==> src/rtl/vls_pkg.sv <==
// Package vls_pkg: shared types and helpers for the long-sum reduction unit.
// Assumes register indices are 4 bits wide.
package vls_pkg;
    typedef enum logic {ST_IDLE = 1'b0, ST_RUN = 1'b1} vls_state_e;

    // Reject a destination pair that cannot be written.
    function automatic logic idx_bad(input logic [3:0] hi_idx, input logic [3:0] lo_idx);
        return (hi_idx == 4'd13) || (hi_idx == 4'd15) || lo_idx[0];
    endfunction
endpackage

==> src/rtl/vls_lane_pick.sv <==
// Module vls_lane_pick: selects the lane addressed by the current beat.
// Widens it to the accumulator width and reports whether its predicate
// bit enables it. Purely combinational. Assumes LANES is a power of two.
module vls_lane_pick #(
    parameter int LANE_W = 32,
    parameter int LANES  = 4,
    localparam int ACC_W  = 2 * LANE_W,
    localparam int VEC_W  = LANES * LANE_W,
    localparam int GRP    = LANE_W / 8,
    localparam int PRED_W = LANES * GRP,
    localparam int BEAT_W = $clog2(LANES)
) (
    input  logic [VEC_W-1:0]  lanes_i,
    input  logic [PRED_W-1:0] pred_i,
    input  logic              signed_i,
    input  logic [BEAT_W-1:0] beat_i,
    output logic [ACC_W-1:0]  ext_o,
    output logic              en_o
);
    logic [ACC_W-1:0] ext_arr [LANES];
    logic [LANES-1:0] en_vec;

    for (genvar g = 0; g < LANES; g++) begin : g_lane
        logic [LANE_W-1:0] lane;
        logic              fill;
        // Slice the lane and widen it per the extension mode.
        always_comb begin
            lane       = lanes_i[g*LANE_W +: LANE_W];
            fill       = signed_i & lane[LANE_W-1];
            ext_arr[g] = {{LANE_W{fill}}, lane};
            en_vec[g]  = pred_i[g*GRP];
        end
    end

    // Route the addressed lane to the adder.
    always_comb begin
        ext_o = ext_arr[beat_i];
        en_o  = en_vec[beat_i];
    end
endmodule

==> src/rtl/vls_ctrl.sv <==
// Module vls_ctrl: sequencer for the reduction.
// Accepts a start while idle, validates the destination indices and steps
// one beat per clock from the start beat to the last lane. Produces the
// one-cycle done and error pulses.
module vls_ctrl
    import vls_pkg::*;
#(
    parameter int LANES = 4,
    localparam int BEAT_W = $clog2(LANES)
) (
    input  logic              clk,
    input  logic              rst_n,
    input  logic              start_i,
    input  logic [BEAT_W-1:0] first_beat_i,
    input  logic [3:0]        lo_idx_i,
    input  logic [3:0]        hi_idx_i,
    output logic              load_o,
    output logic              step_o,
    output logic              last_o,
    output logic [BEAT_W-1:0] beat_o,
    output logic              busy_o,
    output logic              done_o,
    output logic              err_o
);
    localparam logic [BEAT_W-1:0] LAST_BEAT = BEAT_W'(LANES - 1);

    vls_state_e  state_q;
    logic [BEAT_W-1:0] beat_q;
    logic        accept;
    logic        bad;

    // Decode acceptance and the per-cycle controls.
    always_comb begin
        accept = start_i && (state_q == ST_IDLE);
        bad    = idx_bad(hi_idx_i, lo_idx_i);
        load_o = accept && !bad;
        step_o = (state_q == ST_RUN);
        last_o = step_o && (beat_q == LAST_BEAT);
        beat_o = beat_q;
        busy_o = (state_q == ST_RUN);
    end

    // State, beat counter and completion/error pulses.
    always_ff @(posedge clk) begin
        if (!rst_n) begin
            state_q <= ST_IDLE;
            beat_q  <= '0;
            done_o  <= 1'b0;
            err_o   <= 1'b0;
        end else begin
            done_o <= 1'b0;
            err_o  <= 1'b0;
            case (state_q)
                ST_IDLE: begin
                    if (accept && bad) begin
                        err_o <= 1'b1;
                    end else if (accept) begin
                        state_q <= ST_RUN;
                        beat_q  <= first_beat_i;
                    end
                end
                default: begin
                    if (beat_q == LAST_BEAT) begin
                        state_q <= ST_IDLE;
                        done_o  <= 1'b1;
                    end else begin
                        beat_q <= beat_q + 1'b1;
                    end
                end
            endcase
        end
    end
endmodule

==> src/rtl/vls_accum.sv <==
// Module vls_accum: running 64-bit sum and the result register.
// Seeds on load, adds one enabled lane per step modulo 2^ACC_W, and
// copies the final sum to the result on the last step.
module vls_accum #(
    parameter int LANE_W = 32,
    localparam int ACC_W = 2 * LANE_W
) (
    input  logic              clk,
    input  logic              rst_n,
    input  logic              load_i,
    input  logic [ACC_W-1:0]  seed_i,
    input  logic              step_i,
    input  logic              last_i,
    input  logic              en_i,
    input  logic [ACC_W-1:0]  ext_i,
    output logic [ACC_W-1:0]  res_o
);
    logic [ACC_W-1:0] acc_q;
    logic [ACC_W-1:0] acc_next;

    // Add the current lane when enabled (wraps naturally).
    always_comb begin
        acc_next = acc_q + (en_i ? ext_i : '0);
    end

    // Accumulator and result registers.
    always_ff @(posedge clk) begin
        if (!rst_n) begin
            acc_q <= '0;
            res_o <= '0;
        end else begin
            if (load_i) begin
                acc_q <= seed_i;
            end else if (step_i) begin
                acc_q <= acc_next;
            end
            if (last_i) begin
                res_o <= acc_next;
            end
        end
    end
endmodule

==> src/rtl/vlong_sum_unit.sv <==
// Module vlong_sum_unit: predicated long-sum reduction of a vector into a
// high/low register pair. Captures operands on an accepted start and then
// processes one lane per clock. Register access and predicate updates
// belong to the caller.
module vlong_sum_unit #(
    parameter int LANE_W = 32,
    parameter int LANES  = 4,
    localparam int ACC_W  = 2 * LANE_W,
    localparam int VEC_W  = LANES * LANE_W,
    localparam int PRED_W = LANES * (LANE_W / 8),
    localparam int BEAT_W = $clog2(LANES)
) (
    input  logic              clk,
    input  logic              rst_n,
    input  logic              start_i,
    input  logic [VEC_W-1:0]  lanes_i,
    input  logic [PRED_W-1:0] pred_i,
    input  logic              signed_i,
    input  logic              accum_i,
    input  logic [BEAT_W-1:0] first_beat_i,
    input  logic [LANE_W-1:0] lo_word_i,
    input  logic [LANE_W-1:0] hi_word_i,
    input  logic [3:0]        lo_idx_i,
    input  logic [3:0]        hi_idx_i,
    output logic              busy_o,
    output logic              done_o,
    output logic              err_o,
    output logic [LANE_W-1:0] lo_word_o,
    output logic [LANE_W-1:0] hi_word_o
);
    logic              load, step, last, lane_en;
    logic [BEAT_W-1:0] beat;
    logic [VEC_W-1:0]  lanes_q;
    logic [PRED_W-1:0] pred_q;
    logic              sign_q;
    logic [ACC_W-1:0]  seed, ext, res;

    vls_ctrl #(.LANES(LANES)) i_ctrl (
        .clk(clk), .rst_n(rst_n), .start_i(start_i),
        .first_beat_i(first_beat_i), .lo_idx_i(lo_idx_i), .hi_idx_i(hi_idx_i),
        .load_o(load), .step_o(step), .last_o(last), .beat_o(beat),
        .busy_o(busy_o), .done_o(done_o), .err_o(err_o)
    );

    // Seed: register pair when accumulating or resuming, else zero.
    always_comb begin
        seed = (accum_i || (first_beat_i != '0)) ? {hi_word_i, lo_word_i} : '0;
    end

    // Hold the vector operands for the duration of the run.
    always_ff @(posedge clk) begin
        if (!rst_n) begin
            lanes_q <= '0;
            pred_q  <= '0;
            sign_q  <= 1'b0;
        end else if (load) begin
            lanes_q <= lanes_i;
            pred_q  <= pred_i;
            sign_q  <= signed_i;
        end
    end

    vls_lane_pick #(.LANE_W(LANE_W), .LANES(LANES)) i_pick (
        .lanes_i(lanes_q), .pred_i(pred_q), .signed_i(sign_q),
        .beat_i(beat), .ext_o(ext), .en_o(lane_en)
    );

    vls_accum #(.LANE_W(LANE_W)) i_accum (
        .clk(clk), .rst_n(rst_n), .load_i(load), .seed_i(seed),
        .step_i(step), .last_i(last), .en_i(lane_en), .ext_i(ext),
        .res_o(res)
    );

    // Split the result into the two register words.
    always_comb begin
        lo_word_o = res[LANE_W-1:0];
        hi_word_o = res[ACC_W-1:LANE_W];
    end
endmodule

==> config.mk <==
export PLATFORM = sky130hd
export DESIGN_NAME = vlong_sum_unit
export DESIGN_NICKNAME = d
export VERILOG_FILES = /design/src/rtl/vls_pkg.sv /design/src/rtl/vls_lane_pick.sv /design/src/rtl/vls_ctrl.sv /design/src/rtl/vls_accum.sv /design/src/rtl/vlong_sum_unit.sv
export SDC_FILE = /design/constraint.sdc
export NUM_CORES = 1
export LEC_CHECK = 0
export BUFFER_PORTS_ARGS = -buffer_cell sky130_fd_sc_hd__buf_2
export CELL_PAD_IN_SITES_DETAIL_PLACEMENT = 1
export CELL_PAD_IN_SITES_GLOBAL_PLACEMENT = 1
export CORE_UTILIZATION = 44
export DETAILED_ROUTE_END_ITERATION = 10
export PLACE_DENSITY = 0.92
export SKIP_LAST_GASP = 1
export SLEW_MARGIN = 0
export SYNTH_ARGS = -nofsm -noshare
export SYNTH_HDL_FRONTEND = slang
export SYNTH_SLANG_ARGS = --single-unit
==> constraint.sdc <==
create_clock -name clk -period 10.49 [get_ports clk]
set_input_delay 0.5245 -clock clk [delete_from_list [all_inputs] [get_ports clk]]
set_output_delay 0.5245 -clock clk [all_outputs]
set_load 0.005 [all_outputs]
==> flow_summary.yaml, run 1 <==
sta:
  max_freq_ghz: 0.1783
  fin_worst_skew_ns: 0.02385
  finalCriticalPeriod_ns: 5.610
  finalSetupTns_ns: 0
  hold-worst-slack_ns: 0.1724
  max-slew-margin-rel_pct: 29.51
  grt_setup_unrepaired: "false"
  maxSlewViolCount: 0
  setup-violations-final: 0
  period_share_pct: 53.48
  max_slew.worst_pin.slew_ns: 1.057
  report.final.hold_viol_count: 0
logic_synthesis:
  synth_most_common_cell: "sky130_fd_sc_hd__nand2_1"
  yosys.area.top_type: "sky130_fd_sc_hd__dfxtp_1"
  synth_ff_type: "sky130_fd_sc_hd__dfxtp_1"
  post-synth-top-area-fraction_pct: 36.95
  synth_area_mm2: 0.01441
  async_reset_ff_share_pct: 0
  syn_nets: 2128
  ys_types: 76
  synth_warnings: 0
  synth-seq-cells: 266
  seq_area_frac_synth_pct: 36.95
  number_of_flops_mapped_to_enable_cells_by_yosys: 0
  synth.cells.most_frequent: "sky130_fd_sc_hd__nand2_1 (343), sky130_fd_sc_hd__a21oi_1 (322), sky130_fd_sc_hd__dfxtp_1 (266)"
  syn_avg_cell_area_um2: 7.833
  synth.top_cells.by_area: "sky130_fd_sc_hd__dfxtp_1 (37%), sky130_fd_sc_hd__a21oi_1 (11%), sky130_fd_sc_hd__nand2_1 (8.9%), sky130_fd_sc_hd__ha_1 (5.6%), sky130_fd_sc_hd__mux4_2 (4.8%)"
  number_of_cells_produced_by_synthesis: 1840
routing:
  remaining_drc_errors: 0
  detail_route.wirelength_um: 50390
  drt-wirelength-per-cell_um: 20.28
  number_of_iterations_in_the_first_detailed_routing_pass: 5
  final_antenna_net_count: 0
  vias_per_cell: 5.831
  dr.first_iter.drc_count: 935
  vias: 14490
worst_setup_path:
  crit_path_start_kind: "register"
  required_ns: 10.95
  endpoint_kind: "register"
  worst-path-max-fanout: 32
  worst_path_cell_with_the_longest_stage_delay: "sky130_fd_sc_hd__dfxtp_2"
  cpPeakStageDelay_ns: 0.71
  cp.buffers_inverters: 4
  worstPathCellList: "buf_4 -> mux2_2 -> o21ai_2 -> buf_4 -> nor2b_1 -> nand2_1 -> inv_1 -> buf_4 -> ha_1 -> nand4_1 -> nor3_2 -> and2_1 -> nand2_1 -> o211ai_1 -> a211oi_1 -> a211oi_2 -> mux2i_1 -> nor4_1 -> nor2_1"
  timing_worst_setup_path_type: "reg -> reg"
  path_common_cell: "sky130_fd_sc_hd__buf_4"
  worst-endpoint-arrival_ns: 6.07
  critical_path.top_delay_family: "simple AND/OR/NAND/NOR gates"
power:
  switching_share_pct: 27.86
  peakVddDrop_mv: 0.1159
  power_per_cell_area_mw_per_mm2: 152.8
  power.leakage_nw: 6.831
  power_report.internal_total_mw: 1.873
  combinational_cell_fraction_of_total_power_pct: 14.1
  seq_power_share_pct: 42.4
  clock_network_power_share_pct: 43.5
  net_sw_power_mw: 0.7235
  report.power.total_mw: 2.597
status:
  status: "finished, final reports clean"
floorplan:
  core-area_mm2: 0.03188
  starting_utilization_of_the_core_area_pct: 45.21
  die_y_um: 183.0
  ports: 290
  core.rowCount: 65
  die_area_mm2: 0.03348
  die_x_um: 183.0
final_layout:
  post_layout_inst_area_mm2: 0.01699
  final.fill_count: 4013
  post_route_cells_drive_above_1_share_pct: 19.75
  finalCoreUtilization_pct: 53.29
  fin_nets: 2310
  syn_to_final_growth_pct: 17.88
global_routing:
  grt_pass1_vias: 14920
  grt_first_pass_wirelength_um: 79360
  grt_max_degree: 174
  gr-usage-all-layers_pct: 29.56
  number_of_antenna_violations_at_the_first_check_in_global_routing: 8
  grt_overflow: 0
cts:
  cts_sinks: 266
  cts_root_buffer: "sky130_fd_sc_hd__clkbuf_16"
  clk_latency_ns: 0.59
  cts-buffers-inserted: 30
  cts.clk_slew.worst_paths_ns: 0.06
  postCtsSetupRepairBufs: 0
  clock_tree.htree_level_count: 1
  clk_path_buf_depth: 3
  clock_tree_from_tritoncts: "done"
  hold_buffers: 0
  postCtsResizedCells: 0
worst_hold_path:
  worst_hold_path_type: "in -> reg"
placed_design:
  buffer_ports.inserted: 273
  detailedPlacementHpwl_um: 34660
  dpl-instance-area_mm2: 0.01592
  gpl_wtd_cong: 0.9356
job:
  maxCapViolCount: 0
[worst paths after layout]
path | cells after the start | slack [ns] | end | start
worst min register to register | 2 | 0.45 | lanes_q[125] | lanes_q[125]
worst max register to register | 19 | 4.88 | i_accum.res_o[63] | i_ctrl.beat_o[0]
worst min-delay path | 3 | 0.17 | lanes_q[42] | lanes_i[42]
worst max-delay path | 19 | 4.88 | i_accum.res_o[63] | i_ctrl.beat_o[0]
[cells by family (layout without fill, tap and decap cells)]
group | count (synthesis) | after routing | share of synthesized area (%)
simple gates | 640 | 640 | 19.26
compound gates | 611 | 611 | 24.84
flops | 266 | 266 | 36.95
buf+inv | 163 | 369 | 4.480
fa+ha+maj | 65 | 65 | 5.695
xor+xnor | 59 | 59 | 3.585
mux | 36 | 36 | 5.200
other cells | 0 | 4 | 0
[worst register-to-register path: stages, from the launching register on]
cell and delay [ns]:
sky130_fd_sc_hd__dfxtp_2 0.71, sky130_fd_sc_hd__buf_4 0.53, sky130_fd_sc_hd__mux2_2 0.41, sky130_fd_sc_hd__o21ai_2 0.10, sky130_fd_sc_hd__buf_4 0.31, sky130_fd_sc_hd__nor2b_1 0.19, sky130_fd_sc_hd__nand2_1 0.14, sky130_fd_sc_hd__inv_1 0.05
sky130_fd_sc_hd__buf_4 0.24, sky130_fd_sc_hd__ha_1 0.51, sky130_fd_sc_hd__nand4_1 0.19, sky130_fd_sc_hd__nor3_2 0.31, sky130_fd_sc_hd__and2_1 0.27, sky130_fd_sc_hd__nand2_1 0.08, sky130_fd_sc_hd__o211ai_1 0.29, sky130_fd_sc_hd__a211oi_1 0.11
sky130_fd_sc_hd__a211oi_2 0.40, sky130_fd_sc_hd__mux2i_1 0.17, sky130_fd_sc_hd__nor4_1 0.39, sky130_fd_sc_hd__nor2_1 0.09
[placed cells by master (no fill, tap or decap), types with 6 or more instances in the layout]
master | Yosys | routed
sky130_fd_sc_hd__nand2_1 | 343 | 342
sky130_fd_sc_hd__a21oi_1 | 322 | 322
sky130_fd_sc_hd__buf_2 | 10 | 273
sky130_fd_sc_hd__dfxtp_1 | 266 | 263
sky130_fd_sc_hd__nor2_1 | 138 | 137
sky130_fd_sc_hd__o21ai_0 | 112 | 111
sky130_fd_sc_hd__ha_1 | 64 | 64
sky130_fd_sc_hd__a211oi_1 | 39 | 39
sky130_fd_sc_hd__nand3_1 | 36 | 36
sky130_fd_sc_hd__xnor2_1 | 36 | 36
sky130_fd_sc_hd__nor2b_1 | 35 | 35
sky130_fd_sc_hd__mux4_2 | 31 | 31
sky130_fd_sc_hd__clkbuf_16 | 0 | 30
sky130_fd_sc_hd__nand4_1 | 27 | 27
sky130_fd_sc_hd__inv_1 | 25 | 25
sky130_fd_sc_hd__a21o_1 | 24 | 24
sky130_fd_sc_hd__xor2_1 | 23 | 23
sky130_fd_sc_hd__o21bai_1 | 19 | 19
sky130_fd_sc_hd__nor3_1 | 14 | 14
sky130_fd_sc_hd__a31oi_1 | 13 | 13
sky130_fd_sc_hd__buf_4 | 0 | 13
sky130_fd_sc_hd__o21a_1 | 11 | 11
sky130_fd_sc_hd__nand2b_1 | 10 | 10
sky130_fd_sc_hd__o211ai_1 | 9 | 9
sky130_fd_sc_hd__a22oi_1 | 7 | 7
sky130_fd_sc_hd__o21ai_1 | 7 | 7
sky130_fd_sc_hd__clkbuf_8 | 2 | 7
sky130_fd_sc_hd__or3_1 | 6 | 6
sky130_fd_sc_hd__a21oi_2 | 6 | 6
sky130_fd_sc_hd__clkbuf_1 | 117 | 6
[layout make-up]
| cell class | instances | area (µm²) | share of cell area, % |
|---|---|---|---|
| well taps | 435 | 544.3 | 3.203 |
| inverters | 26 | 102.6 | 0.6039 |
| flip-flops and latches | 266 | 5329 | 31.36 |
| repair buffers | 287 | 1484 | 8.734 |
| diodes | 4 | 10.01 | 0.05891 |
| multi-input cells | 1411 | 8459 | 49.79 |
| clock inverters | 13 | 191.4 | 1.127 |
| clock buffers | 43 | 869.6 | 5.118 |
[registers in the layout (all words and copies together), names as in the netlist]
register,cells
i_accum.res_o,64
pred_q,4
i_ctrl.beat_o,2
sign_q,1
i_ctrl.done_o,1
i_ctrl.busy_o,1
lanes_q,128
i_accum.acc_q,64
i_ctrl.err_o,1
[metrics by stage]
step | cells | setup WS, ns
finish | 2485 | 4.880
global route | 2481 | 4.563
CTS | 2481 | 4.928
detailed placement | 2425 | 4.972
global placement | 2425 | 5.129
floorplan | 1840 | 6.348
[power groups by stage]
stage / logic (mW) / registers [mW] / clock network, mW
finish: 0.367 / 1.10 / 1.13
global route: 0.401 / 1.11 / 1.18
CTS: 0.364 / 1.10 / 1.15
detailed placement: 0.359 / 1.12 / 0
global placement: 0.344 / 1.12 / 0
floorplan: 0.249 / 1.10 / 0
[routing by layer]
layer / vias to the layer above / share of wire [%] / GRT usage [%]
met5: - / 0.12 / 0
met4: 10 / 2.9 / 9.833
met3: 113 / 6.4 / 5.441
met2: 471 / 48 / 50.94
met1: 7032 / 43 / 37.09
li1: 6863 / - / -
(Power assumes the default switching activity.)
==> run 2, diff against run 1 <==
- ABC_AREA: default -> 1
- CORE_UTILIZATION: 44 -> 35
- PLACE_DENSITY: 0.92 -> 0.83
- clock period: 10.49 -> 5.1 ns (I/O delays scaled with it)
==> run 2 against run 1 <==
Total power is 130% higher. Count of clock-buffer cells in the layout is 7 higher. Clock skew is 0.013 ns higher. Via count is 37% higher. Sequential share of layout area is 7.0 points lower. Die area is 49% higher. Global-route usage is 0.11 points higher. Setup slack worse by 4.2 ns. Worst hold slack worse by 0.14 ns. Critical path type unchanged. Critical endpoint unchanged. Largest cell class unchanged. Largest power group is now sequential cells. Highest routed layer unchanged.
==> flow_summary.yaml, run 2 <==
power:
  power.leakage_nw: 11.88
  report.power.total_mw: 5.995
  power_per_cell_area_mw_per_mm2: 274.8
  peakVddDrop_mv: 0.2680
  clock_network_power_share_pct: 36.4
  seq_power_share_pct: 38.5
  combinational_cell_fraction_of_total_power_pct: 25.1
  switching_share_pct: 34.16
  power_report.internal_total_mw: 3.947
  net_sw_power_mw: 2.048
global_routing:
  grt_first_pass_wirelength_um: 116200
  grt_pass1_vias: 20630
  number_of_antenna_violations_at_the_first_check_in_global_routing: 6
  gr-usage-all-layers_pct: 29.68
  grt_max_degree: 218
  grt_overflow: 0
logic_synthesis:
  number_of_cells_produced_by_synthesis: 2885
  seq_area_frac_synth_pct: 31.09
  syn_avg_cell_area_um2: 5.937
  number_of_flops_mapped_to_enable_cells_by_yosys: 0
  yosys.area.top_type: "sky130_fd_sc_hd__dfxtp_1"
  synth_ff_type: "sky130_fd_sc_hd__dfxtp_1"
  synth.cells.most_frequent: "sky130_fd_sc_hd__nand2_1 (786), sky130_fd_sc_hd__inv_1 (497), sky130_fd_sc_hd__nor2_1 (338)"
  synth_most_common_cell: "sky130_fd_sc_hd__nand2_1"
  synth.top_cells.by_area: "sky130_fd_sc_hd__dfxtp_1 (31%), sky130_fd_sc_hd__nand2_1 (17%), sky130_fd_sc_hd__inv_1 (11%), sky130_fd_sc_hd__o21ai_0 (8.9%), sky130_fd_sc_hd__a21oi_1 (8.7%)"
  post-synth-top-area-fraction_pct: 31.09
  async_reset_ff_share_pct: 0
  synth-seq-cells: 266
  ys_types: 41
  synth_area_mm2: 0.01713
  synth_warnings: 0
  syn_nets: 3173
worst_setup_path:
  crit_path_start_kind: "register"
  required_ns: 5.59
  worst-endpoint-arrival_ns: 4.88
  timing_worst_setup_path_type: "reg -> reg"
  endpoint_kind: "register"
  worst-path-max-fanout: 31
  rrSetupSlack_ns: 0.71
sta:
  max_freq_ghz: 0.2278
  finalSetupTns_ns: 0
  period_share_pct: 86.08
  max_slew.worst_pin.slew_ns: 1.009
  max-slew-margin-rel_pct: 32.75
  setup_slack_ns: 0.7101
  maxSlewViolCount: 0
  setup-violations-final: 0
  finalCriticalPeriod_ns: 4.390
  grt_setup_unrepaired: "false"
  fin_worst_skew_ns: 0.03669
  report.final.hold_viol_count: 0
  hold-worst-slack_ns: 0.03589
floorplan:
  die_x_um: 223.2
  ports: 290
  die_area_mm2: 0.04982
  core-area_mm2: 0.04805
  starting_utilization_of_the_core_area_pct: 35.65
  die_y_um: 223.2
  core.rowCount: 80
final_layout:
  registers.top_by_ff_count: "lanes_q"
  largest_reg_flops: 128
  post_layout_inst_area_mm2: 0.02182
  final_common_cell: "sky130_fd_sc_hd__nand2_1"
  post_route_cells_drive_above_1_share_pct: 11.87
  most-common-layout-cells: "sky130_fd_sc_hd__nand2_1 (786), sky130_fd_sc_hd__inv_1 (497), sky130_fd_sc_hd__nor2_1 (338)"
  fin_nets: 3568
  largestRegisters: "lanes_q x128, i_accum.acc_q x64, i_accum.res_o x64"
  syn_to_final_growth_pct: 27.39
cts:
  cts-buffers-inserted: 30
  clk_path_buf_depth: 3
  clock_tree_from_tritoncts: "done"
  clk_latency_ns: 0.61
  cts.clk_slew.worst_paths_ns: 0.06
  cts_root_buffer: "sky130_fd_sc_hd__clkbuf_16"
  cts_sinks: 266
  clock_tree.htree_level_count: 1
  postCtsSetupRepairBufs: 0
routing:
  vias_per_cell: 5.064
  detail_route.wirelength_um: 74480
  dr.first_iter.drc_count: 1381
  drt-wirelength-per-cell_um: 18.99
  vias: 19870
  final_antenna_net_count: 0
  remaining_drc_errors: 0
  number_of_iterations_in_the_first_detailed_routing_pass: 5
status:
  status: "finished, final reports clean"
placed_design:
  detailedPlacementHpwl_um: 48840
  pre_cts_ws_ns: 0.9498
  gpl_wtd_cong: 0.9638
  buffer_ports.inserted: 273
  dpl-instance-area_mm2: 0.01889
job:
  maxCapViolCount: 0
worst_hold_path:
  worst_hold_path_type: "in -> reg"
## run 2: cell count changes in the layout (fill, tap and decap cells not counted), moves of 31 or more
cell                            change
sky130_fd_sc_hd__nand3_1           +34
sky130_fd_sc_hd__nor2b_1           -35
sky130_fd_sc_hd__a211oi_1          -39
sky130_fd_sc_hd__inv_1            +472
sky130_fd_sc_hd__mux4_2            -31
sky130_fd_sc_hd__nand2_1          +444
sky130_fd_sc_hd__o21ai_0          +194
sky130_fd_sc_hd__xnor2_1           -35
sky130_fd_sc_hd__nor2_1           +201
sky130_fd_sc_hd__dlygate4sd3_1    +196
## run 2: final timing paths
path / endpoint / depth (start not counted) / startpoint
worst min register to register: lanes_q[90] / 2 / lanes_q[90]
worst max-delay path: i_accum.res_o[63] / 20 / i_ctrl.beat_o[1]
worst min-delay path: i_accum.acc_q[58] / 3 / hi_word_i[26]
worst max register to register: i_accum.res_o[63] / 20 / i_ctrl.beat_o[1]
## run 2: power by group through the flow
stage / combinational, mW / sequential [mW] / clock [mW]
after global routing: 1.66 / 2.32 / 2.28
after CTS: 1.44 / 2.30 / 2.19
after floorplan: 0.882 / 2.31 / 0
after global placement: 1.29 / 2.34 / 0
final: 1.50 / 2.31 / 2.18
after detailed placement: 1.32 / 2.34 / 0
## run 2: layout make-up
class | instances | area (µm²)
inverters | 512 | 1927
flip-flops and latches | 266 | 5326
diodes | 5 | 12.51
fillers | 6505 | 26230
clock inverters | 5 | 60.06
multi-input cells | 1986 | 9359
clock buffers | 50 | 895.9
repair buffers | 484 | 3468
well taps | 615 | 769.5
## run 2: what timing repair did
item / 4_1_cts / 5_1_grt
hold endpoints to repair: 196 / 0
resized for setup: 0 / 0
hold buffers: 196 / 0
## run 2: per-layer routing
layer / routed length (µm) / vias up / GRT usage, %
li1: - / 9701 / -
met1: 32620 / 9400 / 37.67
met2: 34860 / 608 / 50.77
met3: 3999 / 157 / 4.135
met4: 2995 / 2 / 11.28
met5: 10 / - / 0
## run 2: worst max-delay path, cell delays in order (launching register included)
cell                      delay (ns)
sky130_fd_sc_hd__dfxtp_1        0.70
sky130_fd_sc_hd__inv_1          0.55
sky130_fd_sc_hd__o21ai_1        0.23
sky130_fd_sc_hd__nand3_1        0.34
sky130_fd_sc_hd__inv_1          0.13
sky130_fd_sc_hd__buf_4          0.35
sky130_fd_sc_hd__ha_1           0.36
sky130_fd_sc_hd__nand2_1        0.19
sky130_fd_sc_hd__inv_1          0.08
sky130_fd_sc_hd__nand2_1        0.10
sky130_fd_sc_hd__inv_1          0.06
sky130_fd_sc_hd__nand2_1        0.11
sky130_fd_sc_hd__inv_1          0.07
sky130_fd_sc_hd__nand2_1        0.07
sky130_fd_sc_hd__nand2_1        0.10
sky130_fd_sc_hd__a21oi_1        0.37
sky130_fd_sc_hd__nand3_2        0.15
sky130_fd_sc_hd__nand2_1        0.09
sky130_fd_sc_hd__nand2_1        0.05
sky130_fd_sc_hd__nand2_1        0.08
sky130_fd_sc_hd__inv_1          0.04
## run 2: cells by family after synthesis
kind of cell    synth area share (%)
simple gates                   29.62
buf+inv                        14.27
compound gates                 18.55
flops                          31.09
fa+ha+maj                      4.792
xor+xnor                       1.680
## run 2: per-stage QoR
stage	std cells	utilization, %
after floorplan	2885	-
after global placement	3667	39.31
after detailed placement	3667	39.31
after CTS	3918	45.39
after global routing	3922	45.41
final	3923	45.41
==> run 3, diff against run 2 <==
- CORE_ASPECT_RATIO: default -> 2
- SLEW_MARGIN: 0 -> 10
==> run 3 against run 2 <==
Largest cell class unchanged. Maximum frequency grew 14%. Count of clock-buffer cells in the layout shrank 12. Via count grew 0.40%.
==> flow_summary.yaml, run 3 (synthesis gave the netlist of run 2 again) <==
sta:
  maxSlewViolCount: 0
  report.final.hold_viol_count: 0
  period_share_pct: 75.36
  grt_setup_unrepaired: "false"
  max_slew.worst_pin.slew_ns: 0.8112
  finalCriticalPeriod_ns: 3.843
  max-slew-margin-rel_pct: 45.92
  setup_slack_ns: 1.257
  setup-violations-final: 0
  fin_worst_skew_ns: 0.01313
  max_freq_ghz: 0.2602
  finalSetupTns_ns: 0
worst_setup_path:
  path_common_cell: "sky130_fd_sc_hd__nand2_1"
  rrSetupSlack_ns: 1.26
  endpoint_kind: "register"
  timing_worst_setup_path_type: "reg -> reg"
  cpPeakStageDelay_ns: 0.48
  worstReg2RegStart: "i_ctrl.beat_o[0]"
  crit_path_start_kind: "register"
  worst_r2r_end: "i_accum.res_o[63]"
  worst-endpoint-arrival_ns: 4.33
  worst-r2r-cell-count: 21
  required_ns: 5.58
  worst_path_cell_with_the_longest_stage_delay: "sky130_fd_sc_hd__dfxtp_2"
  worstPathCellList: "buf_4 -> a21oi_1 -> o21ai_0 -> nand3_1 -> inv_1 -> buf_12 -> ha_1 -> nand2_1 -> inv_1 -> nand2_1 -> inv_1 -> nand2_1 -> inv_1 -> nand2_1 -> nand2_1 -> a21oi_1 -> nand3_2 -> nand2_1 -> nand2_1 -> nand2_1 -> inv_1"
  worst-path-max-fanout: 40
power:
  power_per_cell_area_mw_per_mm2: 273.1
  report.power.total_mw: 5.939
  power.leakage_nw: 11.84
  peakVddDrop_mv: 0.2900
routing:
  drt-wirelength-per-cell_um: 19.94
  number_of_iterations_in_the_first_detailed_routing_pass: 5
  remaining_drc_errors: 0
  vias: 19950
  vias_per_cell: 5.065
  final_antenna_net_count: 0
  detail_route.wirelength_um: 78540
  dr.first_iter.drc_count: 912
cts:
  clk_latency_ns: 0.58
  cts_sinks: 266
  clk_path_buf_depth: 3
  clock_tree.htree_level_count: 1
  cts-buffers-inserted: 26
  clock_tree_from_tritoncts: "done"
  cts_root_buffer: "sky130_fd_sc_hd__clkbuf_16"
  postCtsSetupRepairBufs: 0
  cts.clk_slew.worst_paths_ns: 0.07
final_layout:
  largest_reg_flops: 128
  post_route_cells_drive_above_1_share_pct: 12.15
  seqCellArea_mm2: 0.005326
  final_common_cell: "sky130_fd_sc_hd__nand2_1"
  final.fill_count: 6507
  final_cell_count_no_fill: 3938
  most-common-layout-cells: "sky130_fd_sc_hd__nand2_1 (786), sky130_fd_sc_hd__inv_1 (497), sky130_fd_sc_hd__nor2_1 (338)"
  syn_to_final_growth_pct: 26.96
  registers.top_by_ff_count: "lanes_q"
  post_layout_inst_area_mm2: 0.02174
  fin_nets: 3561
  largestRegisters: "lanes_q x128, i_accum.acc_q x64, i_accum.res_o x64"
  multi_input_area_mm2: 0.009359
placed_design:
  dpl.cell_count: 3701
  buffer_ports.inserted: 273
  gpl_wtd_cong: 1.001
  detailedPlacementHpwl_um: 53900
  pre_cts_ws_ns: 1.333
  dpl-instance-area_mm2: 0.01901
global_routing:
  number_of_antenna_violations_at_the_first_check_in_global_routing: 6
  grt_overflow: 0
  gr-usage-all-layers_pct: 31.68
  grt_first_pass_wirelength_um: 118800
  grt_max_degree: 164
  grt_pass1_vias: 21550
status:
  status: "finished, final reports clean"
floorplan:
  core.rowCount: 114
  starting_utilization_of_the_core_area_pct: 35.42
  ports: 290
  die_y_um: 314.8
  core-area_mm2: 0.04835
  die_area_mm2: 0.04988
  die_x_um: 158.4
job:
  maxCapViolCount: 0
worst_hold_path:
  min_path_cells: 3
  min_to: "lanes_q[92]"
  hp-start: "lanes_i[92]"
  worst_hold_path_type: "in -> reg"
[run 3: cell count changes in the layout (fill, tap and decap cells not counted), moves of 3 or more]
cell                            change
sky130_fd_sc_hd__clkbuf_16          -3
sky130_fd_sc_hd__clkbuf_8           -3
sky130_fd_sc_hd__buf_4             +10
sky130_fd_sc_hd__dlygate4sd3_1     -14
sky130_fd_sc_hd__diode_2            +4
sky130_fd_sc_hd__clkbuf_1           -6
sky130_fd_sc_hd__bufinv_16          +3
[run 3: metrics by stage]
stage	utilization, %	hold WS, ns
floorplan	-	0.3899
global placement	39.32	0.4407
detailed placement	39.32	0.4474
CTS	44.92	0.0007313
global route	44.96	0.03140
finish	44.97	0.01509
[run 3: final cells by class]
| class | instances | share of cell area, % |
|---|---|---|
| clock buffers | 38 | 3.481 |
| inverters | 512 | 8.873 |
| diodes | 9 | 0.1036 |
| well taps | 638 | 3.671 |
| multi-input cells | 1986 | 43.04 |
| flip-flops and latches | 266 | 24.50 |
| clock inverters | 8 | 0.5927 |
| repair buffers | 481 | 15.74 |
[run 3: critical path: cells and delay by family, from the launching register on]
kind | cells | cell delay [ns]
flops | 1 | 0.48
compound gates | 3 | 0.50
simple gates | 10 | 1.30
buf+inv | 7 | 1.03
fa+ha+maj | 1 | 0.40
[run 3: worst max path at each step]
| stage | start | end | slack (ns) | cells past startpoint |
|---|---|---|---|---|
| after floorplan | i_ctrl.beat_o[0] | i_accum.res_o[63] | 2.13 | 21 |
| after global placement | i_ctrl.beat_o[0] | i_accum.res_o[59] | 1.37 | 21 |
| after detailed placement | i_ctrl.beat_o[0] | i_accum.res_o[59] | 1.33 | 21 |
| after CTS | i_ctrl.beat_o[0] | i_accum.res_o[63] | 1.33 | 21 |
| after global routing | i_ctrl.beat_o[0] | i_accum.res_o[58] | 0.97 | 21 |
| final | i_ctrl.beat_o[0] | i_accum.res_o[63] | 1.26 | 21 |
[run 3: timing repair]
item,4_1_cts,5_1_grt
hold buffers,182,0
hold endpoints to repair,182,0
gates resized for setup,0,0
[run 3: metal layers]
metal	GRT usage (%)	up-vias	routed length (µm)
li1	-	9698	-
met1	29.23	9422	26270
met2	61.51	565	43040
met3	3.079	262	2468
met4	24.85	0	6763
met5	0	-	0
[run 3: report_power, final]
group | internal (mW) | total, mW | switching (mW)
clock network | 1.18 | 2.12 | 0.938
registers | 2.22 | 2.31 | 0.0860
logic | 0.529 | 1.51 | 0.981
